$ cat src/rtl/hs_pkg.sv
package hs_pkg;

    typedef enum logic [1:0] {
        M_IDLE    = 2'd0,
        M_DECODE  = 2'd1,
        M_REQ     = 2'd2,
        M_RELEASE = 2'd3
    } master_state_e;

    typedef enum logic [1:0] {
        S_IDLE  = 2'd0,
        S_DELAY = 2'd1,
        S_ACK   = 2'd2
    } slave_state_e;

endpackage

$ cat src/rtl/hs_sync2.sv
module hs_sync2 (
    input  logic clk,
    input  logic rst_n,
    input  logic d,
    output logic q
);
    logic meta_q;
    logic sync_q;

    // Two-stage synchronizer: first stage may be metastable, second is used.
    always_ff @(posedge clk or negedge rst_n) begin
        if (!rst_n) begin
            meta_q <= 1'b0;
            sync_q <= 1'b0;
        end else begin
            meta_q <= d;
            sync_q <= meta_q;
        end
    end

    assign q = sync_q;
endmodule

$ cat src/rtl/hs_master.sv
module hs_master
    import hs_pkg::*;
#(
    parameter int ADDR_W     = 4,
    parameter int DATA_W     = 8,
    parameter int DECODE_CYC = 2
) (
    input  logic              clk,
    input  logic              rst_n,
    input  logic              start,
    input  logic              wr,
    input  logic [ADDR_W-1:0] addr,
    input  logic [DATA_W-1:0] wdata,
    input  logic              ack_in,
    input  logic [DATA_W-1:0] rd_bus,
    output logic              busy,
    output logic              done,
    output logic [DATA_W-1:0] rdata,
    output logic              req_o,
    output logic              wr_o,
    output logic [ADDR_W-1:0] addr_o,
    output logic [DATA_W-1:0] wdata_o
);
    localparam int CNT_W = $clog2(DECODE_CYC + 1);
    localparam logic [CNT_W-1:0] CNT_LAST = CNT_W'(DECODE_CYC - 1);

    master_state_e state_q, state_n;
    logic [CNT_W-1:0]  cnt_q;
    logic              req_q, done_q, wr_q;
    logic [ADDR_W-1:0] addr_q;
    logic [DATA_W-1:0] wdata_q, rdata_q;

    // Next-state logic
    always_comb begin
        state_n = state_q;
        unique case (state_q)
            M_IDLE:    if (start)            state_n = M_DECODE;
            M_DECODE:  if (cnt_q == CNT_LAST) state_n = M_REQ;
            M_REQ:     if (ack_in)           state_n = M_RELEASE;
            M_RELEASE: if (!ack_in)          state_n = M_IDLE;
            default:                         state_n = M_IDLE;
        endcase
    end

    // State register
    always_ff @(posedge clk or negedge rst_n) begin
        if (!rst_n) state_q <= M_IDLE;
        else        state_q <= state_n;
    end

    // Registered outputs and datapath
    always_ff @(posedge clk or negedge rst_n) begin
        if (!rst_n) begin
            cnt_q   <= '0;
            req_q   <= 1'b0;
            done_q  <= 1'b0;
            wr_q    <= 1'b0;
            addr_q  <= '0;
            wdata_q <= '0;
            rdata_q <= '0;
        end else begin
            req_q  <= (state_n == M_REQ);
            done_q <= (state_q == M_RELEASE) && !ack_in;
            cnt_q  <= (state_q == M_DECODE) ? cnt_q + 1'b1 : '0;
            if (state_q == M_IDLE && start) begin
                wr_q    <= wr;
                addr_q  <= addr;
                wdata_q <= wdata;
            end
            if (state_q == M_REQ && ack_in && !wr_q)
                rdata_q <= rd_bus;
        end
    end

    assign busy    = (state_q != M_IDLE);
    assign done    = done_q;
    assign rdata   = rdata_q;
    assign req_o   = req_q;
    assign wr_o    = wr_q;
    assign addr_o  = addr_q;
    assign wdata_o = wdata_q;

    // command on the bus stays fixed for the whole transfer
    p_cmd_stable_r1: assert property (@(posedge clk) disable iff (!rst_n)
        (state_q != M_IDLE && $past(state_q) != M_IDLE)
            |-> ($stable(addr_q) && $stable(wr_q) && $stable(wdata_q)));

    // request falls only after the synchronized acknowledge was seen
    p_req_drop_after_ack_r4: assert property (@(posedge clk) disable iff (!rst_n)
        $fell(req_q) |-> $past(ack_in));

    // no new request while the acknowledge is still high
    p_no_req_while_ack_r6: assert property (@(posedge clk) disable iff (!rst_n)
        $rose(req_q) |-> !ack_in);

    // done is a single-cycle pulse
    p_done_pulse_r6: assert property (@(posedge clk) disable iff (!rst_n)
        done_q |=> !done_q);
endmodule

$ cat src/rtl/hs_slave.sv
module hs_slave
    import hs_pkg::*;
#(
    parameter int ADDR_W     = 4,
    parameter int DATA_W     = 8,
    parameter int RESP_DELAY = 3
) (
    input  logic              clk,
    input  logic              rst_n,
    input  logic              req_in,
    input  logic              wr,
    input  logic [ADDR_W-1:0] addr,
    input  logic [DATA_W-1:0] wdata,
    output logic              ack_o,
    output logic [DATA_W-1:0] rd_o
);
    localparam int DEPTH = 1 << ADDR_W;
    localparam int CNT_W = $clog2(RESP_DELAY + 1);
    localparam logic [CNT_W-1:0] CNT_LAST = CNT_W'(RESP_DELAY - 1);

    slave_state_e state_q, state_n;
    logic [CNT_W-1:0]  cnt_q;
    logic              ack_q;
    logic [DATA_W-1:0] rd_q;
    logic [DATA_W-1:0] mem_q [DEPTH];
    logic              respond;

    // Next-state logic
    always_comb begin
        state_n = state_q;
        unique case (state_q)
            S_IDLE:  if (req_in)             state_n = S_DELAY;
            S_DELAY: if (cnt_q == CNT_LAST)  state_n = S_ACK;
            S_ACK:   if (!req_in)            state_n = S_IDLE;
            default:                         state_n = S_IDLE;
        endcase
    end

    assign respond = (state_q == S_DELAY) && (state_n == S_ACK);

    // State register
    always_ff @(posedge clk or negedge rst_n) begin
        if (!rst_n) state_q <= S_IDLE;
        else        state_q <= state_n;
    end

    // Registered outputs and counter
    always_ff @(posedge clk or negedge rst_n) begin
        if (!rst_n) begin
            cnt_q <= '0;
            ack_q <= 1'b0;
            rd_q  <= '0;
        end else begin
            ack_q <= (state_n == S_ACK);
            cnt_q <= (state_q == S_DELAY) ? cnt_q + 1'b1 : '0;
            if (respond && !wr)
                rd_q <= mem_q[addr];
        end
    end

    // Word store, one register per entry
    for (genvar g = 0; g < DEPTH; g++) begin : g_word
        always_ff @(posedge clk or negedge rst_n) begin
            if (!rst_n)
                mem_q[g] <= '0;
            else if (respond && wr && addr == ADDR_W'(g))
                mem_q[g] <= wdata;
        end
    end

    assign ack_o = ack_q;
    assign rd_o  = rd_q;

    // acknowledge rises only while the request is seen high
    p_ack_needs_req_r3: assert property (@(posedge clk) disable iff (!rst_n)
        $rose(ack_q) |-> $past(req_in));

    // acknowledge falls only after the request was seen low
    p_ack_drop_after_req_r5: assert property (@(posedge clk) disable iff (!rst_n)
        $fell(ack_q) |-> !$past(req_in));

    // read word held while acknowledging
    p_rd_hold_r9: assert property (@(posedge clk) disable iff (!rst_n)
        (ack_q && $past(ack_q)) |-> $stable(rd_q));
endmodule

$ cat src/rtl/hs_bus_link.sv
module hs_bus_link #(
    parameter int ADDR_W     = 4,
    parameter int DATA_W     = 8,
    parameter int DECODE_CYC = 2,
    parameter int RESP_DELAY = 3
) (
    input  logic              clk,
    input  logic              rst_n,
    input  logic              start,
    input  logic              wr,
    input  logic [ADDR_W-1:0] addr,
    input  logic [DATA_W-1:0] wdata,
    output logic              busy,
    output logic              done,
    output logic [DATA_W-1:0] rdata,
    output logic              bus_req,
    output logic              bus_ack
);
    logic              req_line, ack_line;
    logic              req_seen, ack_seen;
    logic              cmd_wr;
    logic [ADDR_W-1:0] cmd_addr;
    logic [DATA_W-1:0] cmd_wdata;
    logic [DATA_W-1:0] rd_line;

    hs_master #(
        .ADDR_W(ADDR_W), .DATA_W(DATA_W), .DECODE_CYC(DECODE_CYC)
    ) u_master (
        .clk(clk), .rst_n(rst_n),
        .start(start), .wr(wr), .addr(addr), .wdata(wdata),
        .ack_in(ack_seen), .rd_bus(rd_line),
        .busy(busy), .done(done), .rdata(rdata),
        .req_o(req_line), .wr_o(cmd_wr), .addr_o(cmd_addr), .wdata_o(cmd_wdata)
    );

    hs_sync2 u_req_sync (.clk(clk), .rst_n(rst_n), .d(req_line), .q(req_seen));
    hs_sync2 u_ack_sync (.clk(clk), .rst_n(rst_n), .d(ack_line), .q(ack_seen));

    hs_slave #(
        .ADDR_W(ADDR_W), .DATA_W(DATA_W), .RESP_DELAY(RESP_DELAY)
    ) u_slave (
        .clk(clk), .rst_n(rst_n),
        .req_in(req_seen), .wr(cmd_wr), .addr(cmd_addr), .wdata(cmd_wdata),
        .ack_o(ack_line), .rd_o(rd_line)
    );

    assign bus_req = req_line;
    assign bus_ack = ack_line;
endmodule

$ cat config.mk
export PLATFORM = sky130hd
export DESIGN_NAME = hs_bus_link
export DESIGN_NICKNAME = d
export VERILOG_FILES = /design/src/rtl/hs_pkg.sv /design/src/rtl/hs_sync2.sv /design/src/rtl/hs_master.sv /design/src/rtl/hs_slave.sv /design/src/rtl/hs_bus_link.sv
export SDC_FILE = /design/constraint.sdc
export NUM_CORES = 1
export LEC_CHECK = 0
export BUFFER_PORTS_ARGS = -buffer_cell sky130_fd_sc_hd__buf_2
export CORE_MARGIN = 4
export CORE_UTILIZATION = 47
export CTS_BUF_LIST = sky130_fd_sc_hd__clkbuf_4 sky130_fd_sc_hd__clkbuf_8 sky130_fd_sc_hd__clkbuf_16
export DETAILED_ROUTE_END_ITERATION = 10
export GPL_TIMING_DRIVEN = 0
export PLACE_DENSITY = 0.61
export SLEW_MARGIN = 20
export SYNTH_ARGS = -nofsm -noshare
export SYNTH_HDL_FRONTEND = slang
export SYNTH_SLANG_ARGS = --single-unit
$ cat constraint.sdc
create_clock -name clk -period 2.5 [get_ports clk]
set_input_delay 0.375 -clock clk [delete_from_list [all_inputs] [get_ports clk]]
set_output_delay 0.375 -clock clk [all_outputs]
set_load 0.03 [all_outputs]
==> results.json, run 1 <==
{
  "min_from": "wdata[5]",
  "antenna_found_initial": 0,
  "gp_congestion": 0.778,
  "critPathSlowestCell": "nor2_2",
  "drv_slew": 0,
  "holdCritPathClass": "input port to register",
  "cp_cell_sequence": "buf_2 -> buf_4 -> nand2_1 -> nor2_2 -> mux2_2",
  "clkSinkCount": 172,
  "grt_pass1_wl_mm": 26.8,
  "avgViaCountPerCell": 5.65,
  "timing.critical_path.arrival_ps": 2730,
  "initial_core_util_pct": 48.6,
  "core.rowCount": 45,
  "syn_inst": 489,
  "cts_tree": "done",
  "area_growth_pct": 14.7,
  "peakVddDrop_mv": 0.549,
  "reg2regPathDepth": 5,
  "portBuffers": 27,
  "status": "completed",
  "synth_area_leaders": "dfrtp_1, mux2_2, mux4_2, mux2i_1, nor2_1",
  "powerDensity_nw_per_um2": 1070,
  "max_stage_delay_ps": 600,
  "core_area_um2": 15400,
  "crit_start": "u_master.addr_o[1]$_DFFE_PN0P_",
  "wl_mm": 17.0,
  "yosys.area.top_type": "dfrtp_1",
  "fin_worst_skew_ps": 8.02,
  "synth_area_um2": 7500,
  "ys_seq_elements": 172,
  "yosysTopAreaCellShare_pct": 57.4,
  "worst_pin_slew_ps": 717,
  "hold_viol_final": 0,
  "die-area_um2": 18000,
  "grt_pass1_vias": 4485,
  "syn_area_per_cell_um2": 15.3,
  "clock.fmax_mhz": 414,
  "clkLatencyLatePin_ps": 430,
  "slew_headroom_pct": 52.2,
  "p_leak_nw": 4.10,
  "postPlaceCellArea_um2": 7940,
  "r2r_end": "u_slave.mem_q[64]$_DFFE_PN0P_",
  "grt_overflow": 0,
  "drt_iter0_drc": 270,
  "antenna_cells": 0,
  "reg2reg_setup_slack_ps": 80,
  "worst_slack_ps": 84.6,
  "dp_slack_ps": -83.6,
  "synth_cell_types": 36,
  "fp.dieW_um": 134,
  "cap_violations": 0,
  "synth_fp_nets": 507,
  "crit_path_end_kind": "register",
  "grt_max_degree": 102,
  "synthArstFlopShare_pct": 100,
  "worstSetupStartpointType": "register",
  "htreeDepth": 4,
  "worstPathRequired_ps": 2810,
  "crit_path_max_fanout": 10,
  "yosysSeqAreaShare_pct": 57.4,
  "dr.pass1.iters": 4,
  "cts_buffers": 17,
  "drcViolationCount": 0,
  "period_minus_slack_ps": 2420,
  "hpwl_mm": 11.2,
  "yosys_warnings": 0,
  "ios": 28,
  "clockBufferDepth": 2,
  "setup_viol": 0,
  "wire_per_inst_um": 22.3,
  "r2r_start": "u_master.addr_o[1]$_DFFE_PN0P_",
  "routed-via-count": 4293,
  "min_to": "u_master.wdata_o[5]$_DFFE_PN0P_",
  "rsz0062_at_grt": "yes",
  "final_nets": 556,
  "layout-drive-gt1-share_pct": 48.6,
  "min_period_over_period_pct": 96.6,
  "groute.usage.overall_pct": 20.2,
  "clk_pin_slew_ps": 60,
  "synth_flop_cell": "dfrtp_1",
  "finalInstanceArea_um2": 8610,
  "root_buffer": "clkbuf_16",
  "die_y_um": 134,
  "synth_edf_count": 0,
  "final_antenna_net_count": 0,
  "critPathKind": "register to register",
  "min_path_cells": 2
}
## worst max-delay path: cells and delay by family (launching register included)
kind                   cells  cell delay [ps]
and+or+nand+nor            2              790
buffers and inverters      2              670
DFF                        1              410
muxes                      1              410
## how the worst max path moves through the flow
stage          slack, ps                             end  cells past startpoint
3_5_place_dp         -80     u_slave.rd_o[5]$_DFFE_PN0P_                      6
5_1_grt              -60   u_slave.mem_q[69]$_DFFE_PN0P_                      5
2_1_floorplan        410  u_slave.mem_q[120]$_DFFE_PN0P_                      7
3_3_place_gp       -1480   u_slave.mem_q[25]$_DFFE_PN0P_                      1
4_1_cts                9   u_slave.mem_q[73]$_DFFE_PN0P_                      6
6_report              80   u_slave.mem_q[64]$_DFFE_PN0P_                      5
## layer usage
metal | track usage [%] | share of wire [%] | vias up
li1 | - | - | 1886
met1 | 28.1 | 46 | 2291
met2 | 32.4 | 49 | 91
met3 | 4.05 | 3.4 | 25
met4 | 6.39 | 1.8 | 0
met5 | 0 | 0 | -
## Yosys cell counts (3+ instances only)
| cell type | instances |
|---|---|
| and2_1 | 5 |
| clkbuf_1 | 19 |
| nor2_1 | 21 |
| dfrtp_1 | 172 |
| inv_1 | 3 |
| nor2b_1 | 6 |
| nor2_2 | 4 |
| o221ai_1 | 5 |
| buf_4 | 3 |
| mux2i_1 | 9 |
| nor2_4 | 3 |
| nand3b_1 | 5 |
| nand2b_1 | 6 |
| mux4_2 | 31 |
| buf_2 | 3 |
| nand2_1 | 17 |
| mux2_2 | 150 |
## layout by cell type, fill, tap and decap left out, types with 3 or more instances in the layout
cell type / instances
dfrtp_1: 172
mux2_2: 150
mux4_2: 31
buf_2: 29
nor2_1: 19
nand2_1: 17
clkbuf_16: 17
clkbuf_1: 15
mux2i_1: 9
nand2b_1: 6
nor2b_1: 6
nand3b_1: 5
buf_4: 5
nor2_2: 5
and2_1: 5
o221ai_1: 5
nor2_4: 4
clkbuf_8: 4
inv_1: 3
nor3_4: 3
clkbuf_2: 3
clkinv_2: 3
bufinv_16: 3
## repair_timing
item	in CTS	in global routing
hold endpoints to repair	71	0
hold buffers	1	0
setup endpoints to repair	10	83
gates resized for setup	3	11
gates cloned	0	0
buffers inserted	2	0
pin swaps	1	0
## layout make-up
type	count	area, um^2
Clock buffer	23	495
Tap cell	211	264
Clock inverter	7	113
Buffer	26	124
Fill cell	1291	6820
Multi-Input combinational cell	287	3100
Inverter	3	11.3
Timing Repair Buffer	31	198
Sequential cell	172	4300
## metrics by stage
step                setup TNS (ps)  total power [W]  hold WS (ps)  utilization [%]  instances
floorplan                        0          0.00566          79.4                -        489
global placement           -254020          0.00643           336             51.2        727
detailed placement            -148          0.00653           345             51.5        728
CTS                              0          0.00927           163             55.6        761
global route                  -600          0.00970           165             55.8        760
finish                           0          0.00923           174             55.8        760
## cell families (layout without fill, tap and decap cells)
group,after synthesis,count (layout),share of synthesized area (%)
buffers and inverters,30,90,1.70
and+or+nand+nor,82,82,6.24
AOI/OAI and AO/OA,13,13,1.32
DFF,172,172,57.4
adders and majority gates,2,2,0.334
muxes,190,190,33.0
## state kept, by name (all words and copies together) (netlist names)
| signal | count |
|---|---|
| u_slave.cnt_q | 2 |
| u_req_sync.meta_q | 1 |
| u_slave.state_q | 2 |
| u_master.wdata_o | 8 |
| u_slave.rd_o | 8 |
| u_slave.ack_o | 1 |
| u_master.addr_o | 4 |
| u_master.rdata | 8 |
| u_req_sync.q | 1 |
| u_slave.mem_q | 128 |
| u_master.cnt_q | 2 |
| u_ack_sync.q | 1 |
| u_master.state_q | 2 |
| u_master.req_o | 1 |
| u_master.done | 1 |
| u_ack_sync.meta_q | 1 |
| u_master.wr_o | 1 |
## where the power goes
| group | switching, W | total [W] | internal, W |
|---|---|---|---|
| logic | 0.00139 | 0.00255 | 0.00116 |
| registers | 0.000497 | 0.00396 | 0.00346 |
| clock network | 0.00103 | 0.00272 | 0.00168 |
| total | 0.00292 | 0.00923 | 0.00630 |
(Power assumes the default switching activity.)
==> run 2, diff against run 1 <==
--- a/config.mk
+++ b/config.mk
@@ -11,7 +11,8 @@
 export CTS_BUF_LIST = sky130_fd_sc_hd__clkbuf_4 sky130_fd_sc_hd__clkbuf_8 sky130_fd_sc_hd__clkbuf_16
 export DETAILED_ROUTE_END_ITERATION = 10
 export GPL_TIMING_DRIVEN = 0
-export PLACE_DENSITY = 0.61
+export PLACE_DENSITY = 0.64
+export RECOVER_POWER = 25
 export SLEW_MARGIN = 20
 export SYNTH_ARGS = -nofsm -noshare
 export SYNTH_HDL_FRONTEND = slang
==> constraint.sdc (replaced) <==
create_clock -name clk -period 2 [get_ports clk]
set_input_delay 0.3 -clock clk [delete_from_list [all_inputs] [get_ports clk]]
set_output_delay 0.3 -clock clk [all_outputs]
set_load 0.03 [all_outputs]
==> run 2 against run 1 <==
Against the previous run:
- flip-flop and latch count did not move
- hold slack got worse by 72 ps
- design area rose by 7.7%
- sequential power rose by 28%
- power rose by 30%
- the flow now finishes with violations (negative setup slack)
- highest routed layer unchanged
- clock-buffer cell count fell by 3
- first-iteration DRC count fell by 26%
- core utilization rose by 4.3 points
- setup slack got worse by 230 ps
- clock power rose by 24%
- maximum frequency rose by 12%
- clock skew fell by 1.4 ps
==> results.json, run 2 (same netlist as run 1, synthesis figures left out) <==
{
  "avgViaCountPerCell": 5.68,
  "clock.fmax_mhz": 465,
  "violations": "negative setup slack",
  "clkSinkCount": 172,
  "peakVddDrop_mv": 0.745,
  "rsz0062_at_grt": "yes",
  "status": "finished, violations left",
  "critPathKind": "register to register",
  "switching_share_pct": 32.3,
  "final_nets": 577,
  "setup_viol": 74,
  "drv_slew": 0,
  "htreeDepth": 4,
  "worst_pin_slew_ps": 920,
  "p_leak_nw": 4.33,
  "min_period_over_period_pct": 107,
  "die_y_um": 134,
  "final_cell_mix": "dfrtp_1, mux2_4, mux2_2",
  "wl_mm": 17.7,
  "grt_pass1_vias": 4784,
  "worstPathRequired_ps": 2310,
  "initial_core_util_pct": 48.6,
  "period_minus_slack_ps": 2150,
  "nFillCells": 1198,
  "finalInstanceArea_um2": 9270,
  "fin_worst_skew_ps": 6.66,
  "dr.pass1.iters": 4,
  "postPlaceCellArea_um2": 7940,
  "grt_overflow": 0,
  "gp_congestion": 0.801,
  "largest_reg_flops": 128,
  "critPathSlowestCell": "or3b_4",
  "ios": 28,
  "cts_buffers": 17,
  "crit_path_max_fanout": 6,
  "holdCritPathClass": "input port to register",
  "crit_start": "u_slave.cnt_q[0]$_DFF_PN0_",
  "intPower_w": 0.00810,
  "max_stage_delay_ps": 470,
  "combPwrFrac_pct": 29.4,
  "cap_violations": 0,
  "groute.usage.overall_pct": 20.8,
  "antenna_cells": 0,
  "dp_slack_ps": -561,
  "grt_max_degree": 107,
  "core_area_um2": 15400,
  "powerDensity_nw_per_um2": 1290,
  "hold_viol_final": 0,
  "crit_path_end_kind": "register",
  "clkLatencyLatePin_ps": 430,
  "cts_tree": "done",
  "routed-via-count": 4438,
  "final_common_cell": "dfrtp_1",
  "worst_slack_ps": -149,
  "clk_pin_slew_ps": 60,
  "r2r_start": "u_slave.cnt_q[0]$_DFF_PN0_",
  "wire_per_inst_um": 22.7,
  "fp.dieW_um": 134,
  "final_antenna_net_count": 0,
  "die-area_um2": 18000,
  "antenna_found_initial": 0,
  "clockBufferDepth": 2,
  "drt_iter0_drc": 200,
  "layout-drive-gt1-share_pct": 52.4,
  "root_buffer": "clkbuf_16",
  "worstSetupStartpointType": "register",
  "timing.critical_path.arrival_ps": 2460,
  "clkPwrFrac_pct": 28.2,
  "area_growth_pct": 23.5,
  "grt_pass1_wl_mm": 28.1,
  "slew_headroom_pct": 38.7,
  "cp_cell_sequence": "inv_1 -> ha_2 -> and4b_2 -> or3b_4 -> nor3_4 -> buf_6 -> mux2_4",
  "seqPwrFrac_pct": 42.3,
  "core.rowCount": 45,
  "min_from": "wdata[7]",
  "portBuffers": 27,
  "largest-register": "u_slave.mem_q",
  "drcViolationCount": 0,
  "p_sw_w": 0.00386,
  "hpwl_mm": 11.1
}
==> run 2: path summary, 6_finish.rpt <==
path	endpoint	slack (ps)	depth (start not counted)
hold / removal	u_master.wdata_o[7]$_DFFE_PN0P_	100	2
max in group asynchronous	u_master.addr_o[0]$_DFFE_PN0P_	370	3
hold reg to reg	u_req_sync.q$_DFF_PN0_	360	0
min in group asynchronous	u_master.rdata[5]$_DFFE_PN0P_	570	2
setup / recovery	u_slave.mem_q[127]$_DFFE_PN0P_	-150	7
setup reg to reg	u_slave.mem_q[127]$_DFFE_PN0P_	-150	7
==> run 2: power groups by stage <==
stage          sequential, W  clock, W  combinational (W)
3_3_place_gp         0.00494         0            0.00309
2_1_floorplan        0.00482         0            0.00226
6_report             0.00507   0.00338            0.00352
4_1_cts              0.00501   0.00341            0.00338
3_5_place_dp         0.00500         0            0.00317
5_1_grt              0.00517   0.00359            0.00379
==> run 2: stage by stage <==
stage,instances,hold WS [ps],utilization [%],total power [W],setup TNS (ps)
2_1_floorplan,489,4.41,-,0.00707,-656
3_3_place_gp,727,351,51.2,0.00803,-378560
3_5_place_dp,728,286,51.5,0.00817,-58450
4_1_cts,783,89.1,58.9,0.0118,-8400
5_1_grt,782,85.1,60.1,0.0125,-12110
6_report,782,102,60.1,0.0120,-4890
==> run 2: final cells by class <==
type	count	area (um^2)	share of cell area [%]
Sequential cell	172	4310	46.5
Tap cell	211	264	2.85
Clock inverter	11	144	1.55
Buffer	23	130	1.40
Clock buffer	20	460	4.97
Inverter	3	11.3	0.122
Timing Repair Buffer	55	509	5.50
Multi-Input combinational cell	287	3440	37.1
==> run 2: per-layer routing <==
metal	GRT usage [%]	routed length (um)
met1	28.8	8230
met2	32.5	8210
met3	4.84	834
met4	7.69	444
met5	0	0
==> run 2: critical path, delay by kind of cell, from the launching register on <==
family	cells	cell delay, ps
fa+ha+maj	1	170
flops	1	380
mux	1	300
buf+inv	2	240
simple gates	3	940
==> run 2: timing repair <==
item                       in CTS  in global routing
pin swaps                      13                  8
gates cloned                    0                  0
hold endpoints to repair       66                  0
hold buffers                    1                  0
setup endpoints to repair     146                127
setup buffers                  26                  1
gates resized for setup        78                 56
